**config.mk**
```make
export PLATFORM = sky130hd
export DESIGN_NAME = prec_scal_mul
export DESIGN_NICKNAME = d
export VERILOG_FILES = /design/src/rtl/psm_pkg.sv /design/src/rtl/psm_bw_array.sv /design/src/rtl/psm_route.sv /design/src/rtl/prec_scal_mul.sv
export SDC_FILE = /design/constraint.sdc
export NUM_CORES = 1
export LEC_CHECK = 0
export BUFFER_PORTS_ARGS = -buffer_cell sky130_fd_sc_hd__buf_2
export CAP_MARGIN = 15
export CORE_MARGIN = 4
export CORE_UTILIZATION = 40
export CTS_CLUSTER_DIAMETER = 100
export DETAILED_ROUTE_END_ITERATION = 16
export MAX_ROUTING_LAYER = met4
export PLACE_DENSITY = 0.55
export SLEW_MARGIN = 20
export SYNTH_ARGS = -nofsm -noshare
export SYNTH_HDL_FRONTEND = slang
export SYNTH_HIERARCHICAL = 1
export SYNTH_SLANG_ARGS = --single-unit
```
**constraint.sdc**
```tcl
create_clock -name clk -period 14.25 [get_ports clk]
set_input_delay 1.425 -clock clk [delete_from_list [all_inputs] [get_ports clk]]
set_output_delay 1.425 -clock clk [all_outputs]
set_load 0.03 [all_outputs]
```
**src/rtl/psm_pkg.sv**
```systemverilog
package psm_pkg;

    // Default operand width of the multiplier
    localparam int OPW = 16;

    // Precision select encoding on the half_prec pin
    typedef enum logic {
        PREC_FULL = 1'b0,
        PREC_HALF = 1'b1
    } prec_e;

endpackage

```
**src/rtl/psm_bw_array.sv**
```systemverilog
// Signed W x W array multiplier in modified Baugh-Wooley form.
// Each row is one partial product. The sign-row cross terms are inverted,
// and a constant (2^W + 2^(2W-1)) seeds the accumulation chain.
module psm_bw_array #(
    parameter int W = 16
) (
    input  logic [W-1:0]   a,
    input  logic [W-1:0]   b,
    output logic [2*W-1:0] p
);
    localparam int PW = 2 * W;

    logic [PW-1:0] acc [0:W];

    // Correction constant of the modified scheme
    assign acc[0] = (PW'(1) << W) | (PW'(1) << (PW - 1));

    for (genvar j = 0; j < W; j++) begin : g_row
        logic [PW-1:0] row;

        always_comb begin
            row = '0;
            for (int i = 0; i < W; i++) begin
                if ((i == W - 1) != (j == W - 1)) begin
                    row[i + j] = ~(a[i] & b[j]);
                end else begin
                    row[i + j] = a[i] & b[j];
                end
            end
        end

        assign acc[j + 1] = acc[j] + row;
    end

    assign p = acc[W];

endmodule

```
**src/rtl/psm_route.sv**
```systemverilog
// Output routing: in reduced precision, the upper half of the array result
// holds the short product. It is moved to the low half and sign-extended.
module psm_route #(
    parameter int W = 16
) (
    input  logic           half,
    input  logic [2*W-1:0] arr_p,
    output logic [2*W-1:0] z
);
    localparam int PW = 2 * W;

    logic [W-1:0] upper;
    assign upper = arr_p[PW-1:W];

    always_comb begin
        if (half) begin
            z = {{W{upper[W-1]}}, upper};
        end else begin
            z = arr_p;
        end
    end

endmodule

```
**src/rtl/prec_scal_mul.sv**
```systemverilog
module prec_scal_mul #(
    parameter int W = psm_pkg::OPW
) (
    input  logic             clk,
    input  logic             rst,
    input  logic             in_valid,
    input  logic             half_prec,
    input  logic [W-1:0]     op_x,
    input  logic [W-1:0]     op_y,
    output logic             out_valid,
    output logic [2*W-1:0]   prod
);
    import psm_pkg::*;

    localparam int HW = W / 2;
    localparam int PW = 2 * W;

    typedef struct packed {
        logic         vld;
        prec_e        prec;
        logic [W-1:0] x;
        logic [W-1:0] y;
    } stage_t;

    stage_t st_d, st_q;
    logic [PW-1:0] arr_p;

    // Next-state: operands are captured only with valid, low bytes gated in half mode
    always_comb begin
        st_d     = st_q;
        st_d.vld = in_valid;
        if (in_valid) begin
            st_d.prec = prec_e'(half_prec);
            if (half_prec) begin
                st_d.x = {op_x[W-1:HW], {HW{1'b0}}};
                st_d.y = {op_y[W-1:HW], {HW{1'b0}}};
            end else begin
                st_d.x = op_x;
                st_d.y = op_y;
            end
        end
    end

    always_ff @(posedge clk) begin
        if (rst) begin
            st_q <= '{vld: 1'b0, prec: PREC_FULL, x: '0, y: '0};
        end else begin
            st_q <= st_d;
        end
    end

    psm_bw_array #(.W(W)) i_array (
        .a (st_q.x),
        .b (st_q.y),
        .p (arr_p)
    );

    psm_route #(.W(W)) i_route (
        .half  (st_q.prec == PREC_HALF),
        .arr_p (arr_p),
        .z     (prod)
    );

    assign out_valid = st_q.vld;

endmodule

```
# After elaboration in Yosys (flattened, before gate mapping)

Cells that the tools add are included.

Add/sub/neg operators: 16
Mux-type cells: 2
Bitwise logic cells: 286

Operator list:

| operator                 | number |
|---|---|
| $and A1 B1 Y1            | 256 |
| $add A32 B16 Y32 const A | 1 |
| $add A32 B17 Y32         | 1 |
| $add A32 B18 Y32         | 1 |
| $add A32 B19 Y32         | 1 |
| $add A32 B20 Y32         | 1 |
| $add A32 B21 Y32         | 1 |
| $add A32 B22 Y32         | 1 |
| $add A32 B23 Y32         | 1 |
| $add A32 B24 Y32         | 1 |
| $add A32 B25 Y32         | 1 |
| $add A32 B26 Y32         | 1 |
| $add A32 B27 Y32         | 1 |
| $add A32 B28 Y32         | 1 |
| $add A32 B29 Y32         | 1 |
| $add A32 B30 Y32         | 1 |
| $add A32 B31 Y32         | 1 |
| $mux W31                 | 1 |
| $not A1 Y1               | 30 |
| $mux W24                 | 1 |

Register bits after elaboration: 34
Input bits: 36
Logic and storage cells: 308

# Logic depth before layout (Yosys ltp)

Word-level depth: 19
Depth in mapped cells: 23
Depth with buffers taken out: 20

# Cells and area by module

Netlist, hierarchy kept.

By module, submodules not included:

| module        | instances | cells an instance | area an instance (µm²) | sequential area each (µm²) |
|---|---|---|---|---|
| psm_bw_array  | 1         | 952               | 8,366.8                | 0.0 |
| prec_scal_mul | 1         | 128               | 1,386.3                | 680.7 |
| psm_route     | 1         | 36                | 394.1                  | 0.0 |

# Worst setup path after synthesis

OpenSTA, ideal clock, no wires.

Kind: reg-to-output
Start: reg st_q[20] (netlist name)
End: out prod[19]
Arrival: 5.930 ns
Data required time: 12.825 ns
Path slack: 6.895 ns
Cell stages (with the launch flop): 23
Buffers on the path: 3
Cells stage by stage: dfxtp_1 > clkbuf_1 > nand2_1 > fa_1 > inv_1 > fa_1 > fa_1 > inv_1 > fa_1 > inv_1 > fa_1 > inv_1 > fa_1 > inv_1 > ha_1 > buf_2 > o21ai_0 > a21oi_1 > a211oi_1 > a211oi_1 > nor3_1 > clkbuf_1 > mux2_2

Word-level cells in the longest chain between the ends: 18
Elaborated cells on any way between the ends: 34
Classes of those cells: 16 x add/sub; 1 x mux; 17 x bitwise

RTL lines:

| item                   | line                | text |
|---|---|---|
| start, declared        | prec_scal_mul.sv:25 | `stage_t st_d, st_q;` |
| start signal, assigned | prec_scal_mul.sv:46 | `st_q <= '{vld: 1'b0, prec: PREC_FULL, x: '0, y: '0};` |
| start signal, assigned | prec_scal_mul.sv:48 | `st_q <= st_d;` |
| $and A1 B1 Y1          | psm_bw_array.sv:27  | `row[i + j] = a[i] & b[j];` |
| $add A32 B16 Y32       | psm_bw_array.sv:32  | `assign acc[j + 1] = acc[j] + row;` |
| $add A32 B17 Y32       | psm_bw_array.sv:32  |  |
| $add A32 B18 Y32       | psm_bw_array.sv:32  |  |
| $add A32 B19 Y32       | psm_bw_array.sv:32  |  |
| $add A32 B20 Y32       | psm_bw_array.sv:32  |  |
| $add A32 B21 Y32       | psm_bw_array.sv:32  |  |
| $add A32 B22 Y32       | psm_bw_array.sv:32  |  |
| [... 3 more ...]       | n/a                 |  |
| $add A32 B26 Y32       | psm_bw_array.sv:32  |  |
| $add A32 B27 Y32       | psm_bw_array.sv:32  |  |
| $add A32 B28 Y32       | psm_bw_array.sv:32  |  |
| $add A32 B29 Y32       | psm_bw_array.sv:32  |  |
| $add A32 B30 Y32       | psm_bw_array.sv:32  |  |
| $add A32 B31 Y32 *     | psm_bw_array.sv:32  |  |
| named net arr_p[31]    | prec_scal_mul.sv:26 | `logic [PW-1:0] arr_p;` |
| $mux W31 *             | psm_route.sv:16     | `if (half) begin` |
| end, declared          | prec_scal_mul.sv:11 | `output logic [2*W-1:0] prod` |

Mark *: on every way through the listed nets, which the timed path passes. The rest lies on a longest branch.

# Worst setup path in the final report

Start: reg st_q[12] (netlist name)
End: out prod[25]

Word-level cells in the longest chain between the ends: 7
Elaborated cells on any way between the ends: 22
Classes of those cells: 4 x add/sub; 1 x mux; 17 x bitwise

RTL lines:

| item               | line               | text |
|---|---|---|
| $and A1 B1 Y1      | psm_bw_array.sv:25 | `row[i + j] = ~(a[i] & b[j]);` |
| $not A1 Y1         | psm_bw_array.sv:25 |  |
| $add A32 B28 Y32 * | psm_bw_array.sv:32 |  |
| $add A32 B29 Y32 * | psm_bw_array.sv:32 |  |
| $add A32 B30 Y32 * | psm_bw_array.sv:32 |  |
| $add A32 B31 Y32 * | psm_bw_array.sv:32 |  |
| $mux W31 *         | psm_route.sv:16    |  |

Mark *: on every way between the ends. The rest lies on a longest branch, timed or not.

==> flow_summary.json <==
{
  "status": "completed",
  "hold_path.class": "reg2reg",
  "dp_slack_ns": 5.88,
  "slew_headroom": 0.326,
  "min_period_ns": 8.28,
  "ctsResizeCount": 0,
  "avgSynthCellArea_um2": 9.09,
  "postRouteAntennaNets": 0,
  "wl_per_cell_um": 16.7,
  "clock_path_buffers": 2,
  "first_global_vias": 7736,
  "critPathMostFrequentCell": "fa_1",
  "nets": 1464,
  "first_pass_iters": 4,
  "final_cells": 1466,
  "r2r_start": "st_q[6]",
  "power_frac_seq": 0.105,
  "gp_congestion": 0.859,
  "leakage_uw": 0.00534,
  "clkSinkCount": 34,
  "rsz0062_at_grt": "false",
  "synth-xor-area-share": 0.0164,
  "crit_start": "st_q[12]",
  "yosysUniqueCellTypes": 56,
  "p_sw_uw": 682,
  "fin_crit_sh": 0.581,
  "synthFlopType": "dfxtp_1",
  "crit_path_end": "prod[25]",
  "critPathBufInv": 6,
  "synth_top_family_by_area": "adder cells",
  "remaining_drc_errors": 0,
  "ctsHoldBuffers": 0,
  "synth.area.top_cells": "fa_1 39%, ha_1 12%, inv_1 7.0%",
  "crit_chain": "nand2_1, fa_1, inv_1, fa_1, inv_1, fa_1, inv_1, fa_1, fa_1, inv_1, fa_1, inv_1, ha_1, a21oi_1, o211ai_1, a211oi_1, a211oi_1, nor3_2, mux2_2, buf_2",
  "cp-end-kind": "output pin",
  "netlist_instances": 1116,
  "overflow": 0,
  "reg2reg_to": "st_q[6]",
  "drive_above_1_share": 0.108,
  "drtIter0Drc": 310,
  "area_growth_pct": 5.83,
  "synth_fa_ha_area_frac": 0.508,
  "crit_type": "reg2out",
  "synth_top_area_frac": 0.391,
  "cts_tree": "built",
  "multiInputGateArea_um2": 8440,
  "internal_power_uw": 516,
  "slew_viol_final": 0,
  "rrSetupSlack_ns": 13.06,
  "final_common_cell": "fa_1",
  "worst_slack_ns": 5.97,
  "setup_violations": 0,
  "tightestPinTransition_ns": 1.01,
  "ys_ff_latch": 34,
  "die_y_um": 167,
  "fin_skew_ns": 0,
  "regArea_um2": 681,
  "cts-buffers-inserted": 5,
  "final_cell_mix": "198 x fa_1, 188 x inv_1, 173 x nand2_1, 109 x and2_1, 95 x ha_1",
  "root_buffer": "clkbuf_16",
  "clkLatencyLatePin_ns": 0.28,
  "antenna_found_initial": 0,
  "arrival_ns": 6.85,
  "yosysWarnings": 6,
  "cts_max_level": 2,
  "p_clk_frac": 0.091,
  "path_clk_slew_ns": 0.05,
  "dieArea_um2": 28000,
  "wirelength_um": 24500,
  "crit_path_top_delay_cell": "dfxtp_1",
  "placedCellCount": 1458,
  "num_vias": 7475,
  "dpl.hpwl_um": 19800,
  "via_per_inst": 5.10,
  "powerDensity_nw_per_um2": 111,
  "synth_edf_count": 0,
  "cpPeakStageDelay_ns": 0.86,
  "ys_async_sr_fraction": 0,
  "crit_path_start_kind": "flop",
  "antenna_cells": 0,
  "final_hold_viol_count": 0,
  "synth.area.mux_share": 0.0512,
  "r2r_cells": 2,
  "die_width_um": 167,
  "post_cts_buffers": 0,
  "crit_cells": 20,
  "syn_nets": 1445,
  "swShare": 0.569,
  "power_uw": 1200,
  "grt_pass1_wl_um": 40400,
  "synth_compound_area_frac": 0.0662,
  "synthSimpleGateAreaFrac": 0.190,
  "path_delay_family": "adder cells",
  "syn_area_um2": 10100,
  "crit_fanout": 17,
  "required_ns": 12.82,
  "ir_drop_v": 0.000159,
  "drv_cap": 0,
  "ios": 69,
  "start_util": 0.405,
  "synth_largest_area_cell": "fa_1",
  "ys_seq_area_frac": 0.0671,
  "fillCellCount": 2524,
  "grt_max_degree": 51,
  "fmax_ghz": 0.121,
  "grt_usage": 0.182,
  "finalSetupTns_ns": 0,
  "core_area_um2": 25000,
  "row_count": 58,
  "port_buffers": 68,
  "combPwrFrac": 0.803
}
metrics by stage:
| step | hold WS, ns | utilization | cell area [um2] |
|---|---|---|---|
| floorplan | 0.492 | - | 10100 |
| CTS | 0.784 | 0.429 | 10700 |
| finish | 0.760 | 0.429 | 10700 |
| global placement | 0.773 | 0.423 | 10600 |
| global route | 0.827 | 0.429 | 10700 |
| detailed placement | 0.776 | 0.423 | 10600 |
tightest hold or removal path: stages (launching register included):
cell and delay, ns:
dfxtp_1 0.50, nand2b_1 0.16, a21oi_1 0.06
power by group through the flow:
stage	Sequential [uW]	Combinational (uW)	Clock, uW
after floorplan	108	734	0
after global placement	128	956	0
after detailed placement	128	957	0
after CTS	126	963	112
after global routing	128	1050	115
final	126	962	109
worst min path at each step:
stage                           to  slack (ns)  cells past startpoint  startpoint
final                     st_q[17]        0.76                      2    st_q[17]
after floorplan            st_q[0]        0.49                      2     st_q[0]
after global placement    st_q[17]        0.77                      2    st_q[17]
after global routing       st_q[2]        0.83                      2     st_q[2]
after CTS                 st_q[17]        0.78                      2    st_q[17]
after detailed placement  st_q[17]        0.78                      2    st_q[17]
flip-flops by register name (all words and copies together) (netlist names):
name,flops
out_valid,1
st_q,33
per-layer routing:
metal	wire length, um	up-vias	track usage
met2	13200	114	0.319
met1	10300	3832	0.235
li1	-	3503	-
met5	0	-	-
met4	346	0	0.0318
met3	708	26	0.0153
area by class of cell:
type,count,share of cell area
inverter,188,0.0657
timing repair buffer,69,0.0324
clock buffer,7,0.0133
clock inverter,1,0.000466
sequential,34,0.0634
multi-input combinational,837,0.786
tap,330,0.0384
Yosys cell counts, types with 3 or more instances:
| cell | number |
|---|---|
| o221ai_1 | 3 |
| o21bai_1 | 4 |
| o21ai_1 | 6 |
| nand3_1 | 5 |
| mux2_2 | 31 |
| dfxtp_1 | 34 |
| buf_6 | 7 |
| inv_1 | 188 |
| xor2_1 | 9 |
| o211ai_1 | 8 |
| a211oi_1 | 6 |
| nor3_1 | 6 |
| fa_1 | 198 |
| clkbuf_1 | 36 |
| nand2b_4 | 6 |
| and2_1 | 109 |
| mux2i_1 | 17 |
| a21o_1 | 9 |
| nand2_1 | 173 |
| xnor2_1 | 10 |
| a21oi_2 | 6 |
| nand4_1 | 5 |
| nor2_1 | 28 |
| buf_2 | 10 |
| o21ai_0 | 5 |
| nor2b_1 | 3 |
| nand3b_1 | 17 |
| a21oi_1 | 37 |
| nand2b_1 | 13 |
| ha_1 | 95 |
kinds of logic after synthesis:
logic type      count (synthesis)
compound gates                100
xor+xnor                       19
fa+ha+maj                     293
buf+inv                       245
flops                          34
mux                            48
simple gates                  377
(Power assumes the default switching activity.)
